[src/rtl/wps_pkg.sv]
package wps_pkg;

  // Low bytes of the flash command words; upper bits are zero.
  localparam logic [7:0] OP_READ_ARRAY = 8'h00;
  localparam logic [7:0] OP_PGM_SETUP  = 8'h40;
  localparam logic [7:0] OP_PGM_CHECK  = 8'hC0;

  typedef enum logic [3:0] {
    S_IDLE,
    S_FETCH,
    S_SETUP,
    S_PROG,
    S_PWAIT,
    S_VCMD,
    S_VWAIT,
    S_READ,
    S_RESTORE,
    S_FINISH
  } seq_state_e;

  // Nanoseconds to whole clock cycles, rounded up, never below one.
  function automatic int ns_to_cyc(input int ns, input int clk_ns);
    int c;
    c = (ns + clk_ns - 1) / clk_ns;
    return (c < 1) ? 1 : c;
  endfunction

endpackage

[src/rtl/wps_timer.sv]
module wps_timer #(
  parameter int LW = 16
) (
  input  logic          clk,
  input  logic          rst_n,
  input  logic          run,
  input  logic [LW-1:0] len,
  output logic          hit
);

  logic [LW-1:0] cnt_q;

  assign hit = run && (cnt_q == len - LW'(1));

  always_ff @(posedge clk or negedge rst_n) begin
    if (!rst_n)          cnt_q <= '0;
    else if (run && !hit) cnt_q <= cnt_q + LW'(1);
    else                 cnt_q <= '0;
  end

endmodule

[src/rtl/wps_bus.sv]
module wps_bus #(
  parameter int AW = 16,
  parameter int DW = 16,
  parameter int WL = 5,
  parameter int WH = 3,
  parameter int RD = 13
) (
  input  logic          clk,
  input  logic          rst_n,
  input  logic          req,
  input  logic          req_rd,
  input  logic [AW-1:0] req_addr,
  input  logic [DW-1:0] req_data,
  output logic          ack,
  output logic [DW-1:0] rdata,
  output logic [AW-1:0] fl_addr,
  output logic [DW-1:0] fl_dq_out,
  output logic          fl_dq_oe,
  output logic          fl_we_n,
  output logic          fl_oe_n,
  input  logic [DW-1:0] fl_dq_in
);

  localparam int MAXC = (WL > WH) ? ((WL > RD) ? WL : RD) : ((WH > RD) ? WH : RD);
  localparam int CW   = $clog2(MAXC + 1);

  typedef enum logic [1:0] {B_IDLE, B_WLOW, B_WHIGH, B_RLOW} bus_st_e;

  bus_st_e       st_q;
  logic [CW-1:0] cnt_q;

  always_ff @(posedge clk or negedge rst_n) begin
    if (!rst_n) begin
      st_q      <= B_IDLE;
      cnt_q     <= '0;
      ack       <= 1'b0;
      rdata     <= '0;
      fl_addr   <= '0;
      fl_dq_out <= '0;
      fl_dq_oe  <= 1'b0;
      fl_we_n   <= 1'b1;
      fl_oe_n   <= 1'b1;
    end else begin
      ack <= 1'b0;
      unique case (st_q)
        B_IDLE: begin
          // the ack cycle blocks a second start from a still-raised req
          if (req && !ack) begin
            fl_addr <= req_addr;
            if (req_rd) begin
              fl_oe_n <= 1'b0;
              cnt_q   <= CW'(RD - 1);
              st_q    <= B_RLOW;
            end else begin
              fl_dq_out <= req_data;
              fl_dq_oe  <= 1'b1;
              fl_we_n   <= 1'b0;
              cnt_q     <= CW'(WL - 1);
              st_q      <= B_WLOW;
            end
          end
        end
        B_WLOW: begin
          if (cnt_q == '0) begin
            fl_we_n <= 1'b1;
            cnt_q   <= CW'(WH - 1);
            st_q    <= B_WHIGH;
          end else begin
            cnt_q <= cnt_q - CW'(1);
          end
        end
        B_WHIGH: begin
          if (cnt_q == '0) begin
            fl_dq_oe <= 1'b0;
            ack      <= 1'b1;
            st_q     <= B_IDLE;
          end else begin
            cnt_q <= cnt_q - CW'(1);
          end
        end
        B_RLOW: begin
          if (cnt_q == '0) begin
            rdata   <= fl_dq_in;
            fl_oe_n <= 1'b1;
            ack     <= 1'b1;
            st_q    <= B_IDLE;
          end else begin
            cnt_q <= cnt_q - CW'(1);
          end
        end
        default: st_q <= B_IDLE;
      endcase
    end
  end

endmodule

[src/rtl/wps_top.sv]
module wps_top
  import wps_pkg::*;
#(
  parameter int AW         = 16,
  parameter int DW         = 16,
  parameter int CLK_NS     = 8,
  parameter int WE_LOW_NS  = 40,
  parameter int WE_HIGH_NS = 20,
  parameter int READ_NS    = 100,
  parameter int PGM_NS     = 10000,
  parameter int VFY_NS     = 6000,
  parameter int MAX_PULSES = 25
) (
  input  logic          clk,
  input  logic          rst_n,
  input  logic          start,
  input  logic [AW-1:0] start_addr,
  input  logic [AW:0]   word_count,
  input  logic          in_valid,
  output logic          in_ready,
  input  logic [DW-1:0] in_data,
  output logic          busy,
  output logic          done,
  output logic          err,
  output logic [AW-1:0] fl_addr,
  output logic [DW-1:0] fl_dq_out,
  output logic          fl_dq_oe,
  output logic          fl_we_n,
  output logic          fl_oe_n,
  input  logic [DW-1:0] fl_dq_in
);

  localparam int WL_CYC  = ns_to_cyc(WE_LOW_NS, CLK_NS);
  localparam int WH_CYC  = ns_to_cyc(WE_HIGH_NS, CLK_NS);
  localparam int RD_CYC  = ns_to_cyc(READ_NS, CLK_NS);
  localparam int PGM_CYC = ns_to_cyc(PGM_NS, CLK_NS);
  localparam int VFY_CYC = ns_to_cyc(VFY_NS, CLK_NS);
  localparam int LW      = $clog2(((PGM_CYC > VFY_CYC) ? PGM_CYC : VFY_CYC) + 1);
  localparam int PW      = $clog2(MAX_PULSES + 1);

  seq_state_e     state_q;
  logic [AW-1:0]  addr_q;
  logic [AW:0]    left_q;
  logic [DW-1:0]  word_q;
  logic [PW-1:0]  pulses_q;
  logic           fail_q;

  logic           req, req_rd, ack;
  logic [DW-1:0]  req_data, rdata;
  logic           tmr_run, tmr_hit;
  logic [LW-1:0]  tmr_len;

  // bus request per state
  always_comb begin
    req      = 1'b0;
    req_rd   = 1'b0;
    req_data = word_q;
    unique case (state_q)
      S_SETUP:   begin req = 1'b1; req_data = DW'(OP_PGM_SETUP);  end
      S_PROG:    begin req = 1'b1; req_data = word_q;             end
      S_VCMD:    begin req = 1'b1; req_data = DW'(OP_PGM_CHECK);  end
      S_READ:    begin req = 1'b1; req_rd   = 1'b1;               end
      S_RESTORE: begin req = 1'b1; req_data = DW'(OP_READ_ARRAY); end
      default:   ;
    endcase
  end

  assign tmr_run = (state_q == S_PWAIT) || (state_q == S_VWAIT);
  assign tmr_len = (state_q == S_PWAIT) ? LW'(PGM_CYC) : LW'(VFY_CYC);

  assign in_ready = (state_q == S_FETCH);
  assign busy     = (state_q != S_IDLE) && (state_q != S_FINISH);
  assign done     = (state_q == S_FINISH);
  assign err      = done && fail_q;

  always_ff @(posedge clk or negedge rst_n) begin
    if (!rst_n) begin
      state_q  <= S_IDLE;
      addr_q   <= '0;
      left_q   <= '0;
      word_q   <= '0;
      pulses_q <= '0;
      fail_q   <= 1'b0;
    end else begin
      unique case (state_q)
        S_IDLE: if (start) begin
          addr_q  <= start_addr;
          left_q  <= word_count;
          fail_q  <= 1'b0;
          state_q <= (word_count == '0) ? S_RESTORE : S_FETCH;
        end
        S_FETCH: if (in_valid) begin
          word_q   <= in_data;
          pulses_q <= '0;
          state_q  <= S_SETUP;
        end
        S_SETUP: if (ack) state_q <= S_PROG;
        S_PROG:  if (ack) state_q <= S_PWAIT;
        S_PWAIT: if (tmr_hit) state_q <= S_VCMD;
        S_VCMD:  if (ack) state_q <= S_VWAIT;
        S_VWAIT: if (tmr_hit) state_q <= S_READ;
        S_READ: if (ack) begin
          if (rdata == word_q) begin
            if (left_q == (AW+1)'(1)) begin
              state_q <= S_RESTORE;
            end else begin
              addr_q  <= addr_q + AW'(1);
              left_q  <= left_q - (AW+1)'(1);
              state_q <= S_FETCH;
            end
          end else if (pulses_q == PW'(MAX_PULSES - 1)) begin
            fail_q  <= 1'b1;
            state_q <= S_RESTORE;
          end else begin
            pulses_q <= pulses_q + PW'(1);
            state_q  <= S_SETUP;
          end
        end
        S_RESTORE: if (ack) state_q <= S_FINISH;
        S_FINISH:  state_q <= S_IDLE;
        default:   state_q <= S_IDLE;
      endcase
    end
  end

  wps_timer #(.LW(LW)) u_tmr (
    .clk   (clk),
    .rst_n (rst_n),
    .run   (tmr_run),
    .len   (tmr_len),
    .hit   (tmr_hit)
  );

  wps_bus #(
    .AW (AW),
    .DW (DW),
    .WL (WL_CYC),
    .WH (WH_CYC),
    .RD (RD_CYC)
  ) u_bus (
    .clk       (clk),
    .rst_n     (rst_n),
    .req       (req),
    .req_rd    (req_rd),
    .req_addr  (addr_q),
    .req_data  (req_data),
    .ack       (ack),
    .rdata     (rdata),
    .fl_addr   (fl_addr),
    .fl_dq_out (fl_dq_out),
    .fl_dq_oe  (fl_dq_oe),
    .fl_we_n   (fl_we_n),
    .fl_oe_n   (fl_oe_n),
    .fl_dq_in  (fl_dq_in)
  );

endmodule

[config.mk]
export PLATFORM = sky130hd
export DESIGN_NAME = wps_top
export DESIGN_NICKNAME = d
export VERILOG_FILES = /design/src/rtl/wps_pkg.sv /design/src/rtl/wps_timer.sv /design/src/rtl/wps_bus.sv /design/src/rtl/wps_top.sv
export SDC_FILE = /design/constraint.sdc
export NUM_CORES = 1
export LEC_CHECK = 0
export ABC_AREA = 1
export BUFFER_PORTS_ARGS = -buffer_cell sky130_fd_sc_hd__buf_2
export CAP_MARGIN = 10
export CORE_UTILIZATION = 52
export CTS_BUF_LIST = sky130_fd_sc_hd__clkbuf_4 sky130_fd_sc_hd__clkbuf_8 sky130_fd_sc_hd__clkbuf_16
export DETAILED_ROUTE_END_ITERATION = 16
export PLACE_DENSITY = 0.77
export SLEW_MARGIN = 5
export SYNTH_ARGS = -nofsm -noshare
export SYNTH_HDL_FRONTEND = slang
export SYNTH_SLANG_ARGS = --single-unit
[constraint.sdc]
create_clock -name clk -period 1.5 [get_ports clk]
set_input_delay 0.45 -clock clk [delete_from_list [all_inputs] [get_ports clk]]
set_output_delay 0.45 -clock clk [all_outputs]
set_load 0.1 [all_outputs]
After elaboration in Yosys (flattened, before gate mapping):

Index checks and enable logic that the tools add are counted.

* reductions and logical operators: 33
* equality and inequality tests: 39
* bitwise operators: 1
* add/subtract/negate cells: 6
* multiplexer cells: 62

Operators with widths (count)
* 17-bit 2-to-1 mux: 4
* 4-bit 2-to-1 mux: 17
* 16-bit 2-to-1 mux: 4
* 16-bit case mux with 3 select lines: 1
* 4-bit case mux with 9 select lines: 1
* 17-bit case mux with 2 select lines: 1
* 16-bit case mux with 2 select lines: 1
* 2-bit by 1-bit inequality test with 1-bit output (second input constant): 12
* 11-bit 2-to-1 mux: 2
* 5-bit 2-to-1 mux: 4
* 2-bit inequality test (second input constant): 10
* 17-bit by 1-bit equality test with 1-bit output (second input constant): 1
* 17-bit logical NOT: 1
* 17-bit by 1-bit subtractor with 17-bit output (second input constant): 1
* 16-bit by 1-bit adder with 16-bit output (second input constant): 1
* 16-bit equality test: 1
* 4-bit by 3-bit equality test with 1-bit output (second input constant): 4
* 1-bit 2-to-1 mux: 16
* 5-bit AND reduction: 3
* 4-bit case mux with 3 select lines: 1
* 4-bit AND reduction: 3
* 11-bit by 1-bit adder with 11-bit output (second input constant): 1
* 11-bit equality test: 1
* 11-bit by 1-bit subtractor with 11-bit output (second input constant): 1
* other kinds (26): 49

* register bits: 128
* output and inout port bits: 39
* logic and storage cells: 157

Logic depth before layout (Yosys ltp):

* depth in word-level cells: 8
* gate-level depth with buffers: 13
* mapped depth without buffers: 13

Cells and area by module:

From an unflattened synthesis, not the netlist that was laid out.

* cells, all modules: 1048
* area, all modules: 7521.0 µm²

Modules (own cells, without submodules)
* wps_top: cells an instance 613, seq. area each 1476.4 µm², area an instance 4112.7 µm², instances 1
* wps_bus: cells an instance 276, seq. area each 1453.9 µm², area an instance 2431.1 µm², instances 1
* wps_timer: cells an instance 159, seq. area each 275.3 µm², area an instance 977.2 µm², instances 1

Worst setup path after synthesis:

No wires, ideal clock.

* kind: flip-flop to output port
* from: reg state_q[0]
* to: out busy
* data required time: 1.050 ns
* path buffers: 0
* cell stages (with the launch flop): 6
* arrival time: 4.108 ns
* setup slack: -3.058 ns
* path through: dfrtp_1 -> inv_1 -> nor2_1 -> inv_1 -> nor3_1 -> nor2_1

* word-level cells in the longest chain between the ends: 2
* elaborated cells on any way between the ends: 3
* classes of those cells: eq/ne (1); reduce/logical (2)

RTL lines
* start: declaration: RTL line wps_top.sv:41 `seq_state_e state_q;`
* start signal: assignment: RTL line wps_top.sv:90 `state_q <= (word_count == '0) ? S_RESTORE : S_FETCH;`
* 4-bit inequality test or 4-bit nonzero test (tied branches): RTL line wps_top.sv:72 `assign busy = (state_q != S_IDLE) && (state_q != S_FINISH);`
* 1-bit logical AND *: RTL line wps_top.sv:72
* end: declaration: RTL line wps_top.sv:22 `output logic busy,`

Every way passes the cells marked *; elsewhere a longest branch is shown, timed or not.

Final worst setup path:

* from: reg state_q[0]
* to: out in_ready

* word-level cells in the longest chain between the ends: 1

RTL lines
* 4-bit by 1-bit equality test with 1-bit output: RTL line wps_top.sv:71 `assign in_ready = (state_q == S_FETCH);`
* end: declaration: RTL line wps_top.sv:20 `output logic in_ready,`

Every way passes these cells.

==> out/metrics.csv <==
stage;metric;value;unit
layout;Layout fillers;636;
detailed_routing;number of vias per cell;5.83;
layout;n_diodes;0;
worst_setup_path;cell breakdown of the critical path;inv_2 > nor2_4 > buf_4 > nand2_4 > clkinvlp_4 > buf_12;
floorplan;Die H;119;µm
power;Sw Ratio;47.4;%
detailed_routing;Detail Route Antenna Nets;0;
timing;skew final;0.0108;ns
detailed_routing;first drt pass iteration count;9;
timing;Fin. Hold Viols;0;
cts;CTS tree;yes;
outcome;failing checks;negative setup slack;
worst_setup_path;startpoint class of the critical path;register;
synth;dominant cell type by area after synthesis;dfrtp_1;
power;clock network fraction of total power;16.1;%
synth;unique cell type count in the Yosys netlist;39;
layout;Synth-to-Final Area Change;60.0;%
timing;Final period util;138;%
worst_setup_path;Crit Path Class;register to output pin;
cts;htree depth;4;
worst_setup_path;crit-path max FO;3;
synth;syn avg cell area;7.72;µm²
worst_setup_path;largest delay contributor family on the critical path;buffers and inverters;
outcome;status;finished, violations left;
power;Leak Pwr;0.00568;µW
layout;Core Util, Final;85.7;%
placed_design;I/O Buffers;107;
worst_setup_path;R2R setup slack;-0.48;ns
floorplan;Chip Width;119;µm
worst_setup_path;Crit. End Element;output pin;
synth;syn_nets;1000;
worst_setup_path;R2R depth;15;
cts;CTS Buf Count;17;
placed_design;RD Place Congestion;0.912;
cts;clock-pin slew of the registers on the worst-case setup and hold paths;0.06;ns
power;sequential power share;22.0;%
synth;Seq/Total Area, Yosys;45.0;%
detailed_routing;Vias;8099;
detailed_routing;# DRC;0;
detailed_routing;Iter 0 DRT Violations;853;
placed_design;DP Worst Slack;-0.273;ns
floorplan;FP Rows;42;
timing;Slew @ Worst Pin;0.435;ns
worst_setup_path;required time worst endpoint;1.05;ns
run;MaxCap Viol Count;0;
placed_design;DP Wirelength;13.2;mm
synth;yosys warns;0;
timing;Final setup viols;135;
timing;Sum Neg Setup Slack;-40.63;ns
worst_setup_path;RR Endpoint;u_bus.fl_oe_n;
layout;ratio of cells with drive above 1 in the final layout;42.8;%
worst_setup_path;worst path bufs/invs;4;
grt;initial antenna violation count;0;
detailed_routing;routed wire length;27.6;mm
synth;top-count cell post-synth;nand2_1;
power;Int Power;15600;µW
synth;asr flop ratio synth;100;%
worst_hold_path;HP Class;input pin to async pin;
synth;number of flops mapped to enable cells by yosys;0;
synth;Syn Inst Count;922;
power;pwr/cell area;2600;nW/µm²
synth;Cell Area, Synth;7120;µm²
synth;predominant post-synthesis flop cell;dfrtp_1;
floorplan;Starting Density;53.6;%
power;NetSw;14100;µW
synth;top cells by count, synth;286 x nand2_1, 126 x dfrtp_1, 119 x nor2_1, 88 x inv_1, 45 x o21ai_0;
timing;min Tclk post-route;2.06;ns
cts;clock tree root buffer cell;clkbuf_16;
worst_setup_path;critical path's largest stage delay;0.42;ns
grt;vias in the first global route;7405;
timing;Setup WS post-layout;-0.564;ns
timing;RSZ-0062 raised after global routing;yes;
floorplan;core area;13300;µm²
detailed_routing;Wirelength per Cell;19.8;µm
power;total chip power;29700;µW
layout;net count of the finished layout;1279;
timing;maximum clock frequency;0.485;GHz
layout;Post-Layout Cell Count;1390;
cts;maximum buffer depth of the clock tree;2;
floorplan;number of I/O pins;108;
worst_setup_path;reg2reg start;state_q[2];
placed_design;placed instance count;1306;
timing;Final Max Tran Viols;0;
grt;grt total ovfl;0;
floorplan;full die area;14200;µm²
layout;area of all sequential standard cells;3220;µm²
grt;Total Routing Usage GR;32.6;%
synth;largest cells by area after synthesis;dfrtp_1 44%, nand2_1 15%, nor2_1 6.3%;
cts;clk_lat worst skew;0.44;ns
grt;largest net degree at the start of global routing;72;
worst_setup_path;Arr. time, crit path;1.61;ns
power;combinational share of power;61.8;%
synth;Seq cells post-synth;128;
synth;area fraction of the dominant cell type after synthesis;44.3;%
layout;area of the multi-input gates;4020;µm²
power;VDD IR-drop max;0.00222;V
timing;relative slew slack;71.0;%
worst_setup_path;critical path's slowest cell;dfrtp_1;
grt;first-pass GRT wire length;35.6;mm
cts;Sink Count;128;
layout by cell type, fill, tap and decap left out, types with 20 or more instances in the layout:
master	count
nor2_2	23
buf_2	67
buf_4	127
o21ai_1	20
clkbuf_16	21
a21oi_1	28
nand2_1	243
dfrtp_1	117
nand2_2	31
o21ai_2	44
nor2_1	86
buf_12	50
buf_6	28
inv_1	75
nand3_1	38
routing by layer:
| metal | routed length (µm) | share of wire, % | up-vias | GRT usage (%) |
|---|---|---|---|---|
| met4 | 1810 | 6.6 | 0 | 18.1 |
| met1 | 9830 | 36 | 3810 | 38.1 |
| met2 | 13700 | 50 | 598 | 55.7 |
| met5 | 0 | 0 | - | 0 |
| met3 | 2220 | 8.1 | 179 | 6.66 |
| li1 | - | - | 3512 | - |
flip-flops by register name, indices dropped and copies added, names as in the netlist:
| signal | count |
|---|---|
| state_q | 4 |
| u_bus.st_q | 2 |
| u_bus.fl_dq_out | 16 |
| u_bus.fl_oe_n | 1 |
| addr_q | 16 |
| u_bus.fl_we_n | 1 |
| u_bus.ack | 1 |
| u_tmr.cnt_q | 11 |
| pulses_q | 5 |
| u_bus.cnt_q | 4 |
| u_bus.fl_addr | 16 |
| left_q | 17 |
| u_bus.fl_dq_oe | 1 |
| word_q | 16 |
| u_bus.rdata | 16 |
| fail_q | 1 |
worst max-delay path by stage:
stage,start,to,slack (ns),cells past startpoint
finish,state_q[0],in_ready,-0.56,6
global route,state_q[3],err,-0.59,5
CTS,state_q[3],err,-0.55,5
detailed placement,state_q[2],left_q[8],-0.27,12
global placement,word_q[9],left_q[15],-0.18,12
floorplan,state_q[0],err,-0.91,5
kinds of logic after synthesis:
kind of cell / count (synthesis) / share of synthesized area [%]
simple gates: 497 / 29.1
compound gates: 133 / 11.6
flops: 128 / 45.0
buf+inv: 117 / 7.49
mux: 22 / 3.23
xor+xnor: 16 / 1.97
fa+ha+maj: 9 / 1.58
cell type report:
class / count / share of cell area, %
Clock buffer: 23 / 4.35
Tap cell: 176 / 1.93
Sequential cell: 128 / 28.2
Clock inverter: 9 / 1.57
Timing Repair inverter: 2 / 0.220
Inverter: 91 / 3.28
Timing Repair Buffer: 283 / 25.1
Multi-Input combinational cell: 678 / 35.3
power by group through the flow:
| stage | clock (µW) | sequential [µW] | combinational (µW) |
|---|---|---|---|
| final | 4790 | 6540 | 18300 |
| after global routing | 4910 | 6640 | 19200 |
| after CTS | 4740 | 6230 | 15500 |
| after detailed placement | 0 | 6220 | 13900 |
| after global placement | 0 | 6180 | 13500 |
| after floorplan | 0 | 8790 | 5790 |
repair_timing:
item,in CTS,in global routing
setup endpoints to repair,123,144
setup buffers,22,20
cloned,6,6
hold buffers,0,0
resized for setup,96,159
pin swaps,18,30
metrics by stage:
| stage | cell area (µm²) | hold WS, ns |
|---|---|---|
| 3_3_place_gp | 9370 | 0.460 |
| 2_1_floorplan | 7180 | 0.154 |
| 4_1_cts | 10600 | 0.00909 |
| 5_1_grt | 11400 | 0.0175 |
| 3_5_place_dp | 9370 | 0.461 |
| 6_report | 11400 | 0.00352 |
No activity file was read; power rests on OpenSTA's default activity.
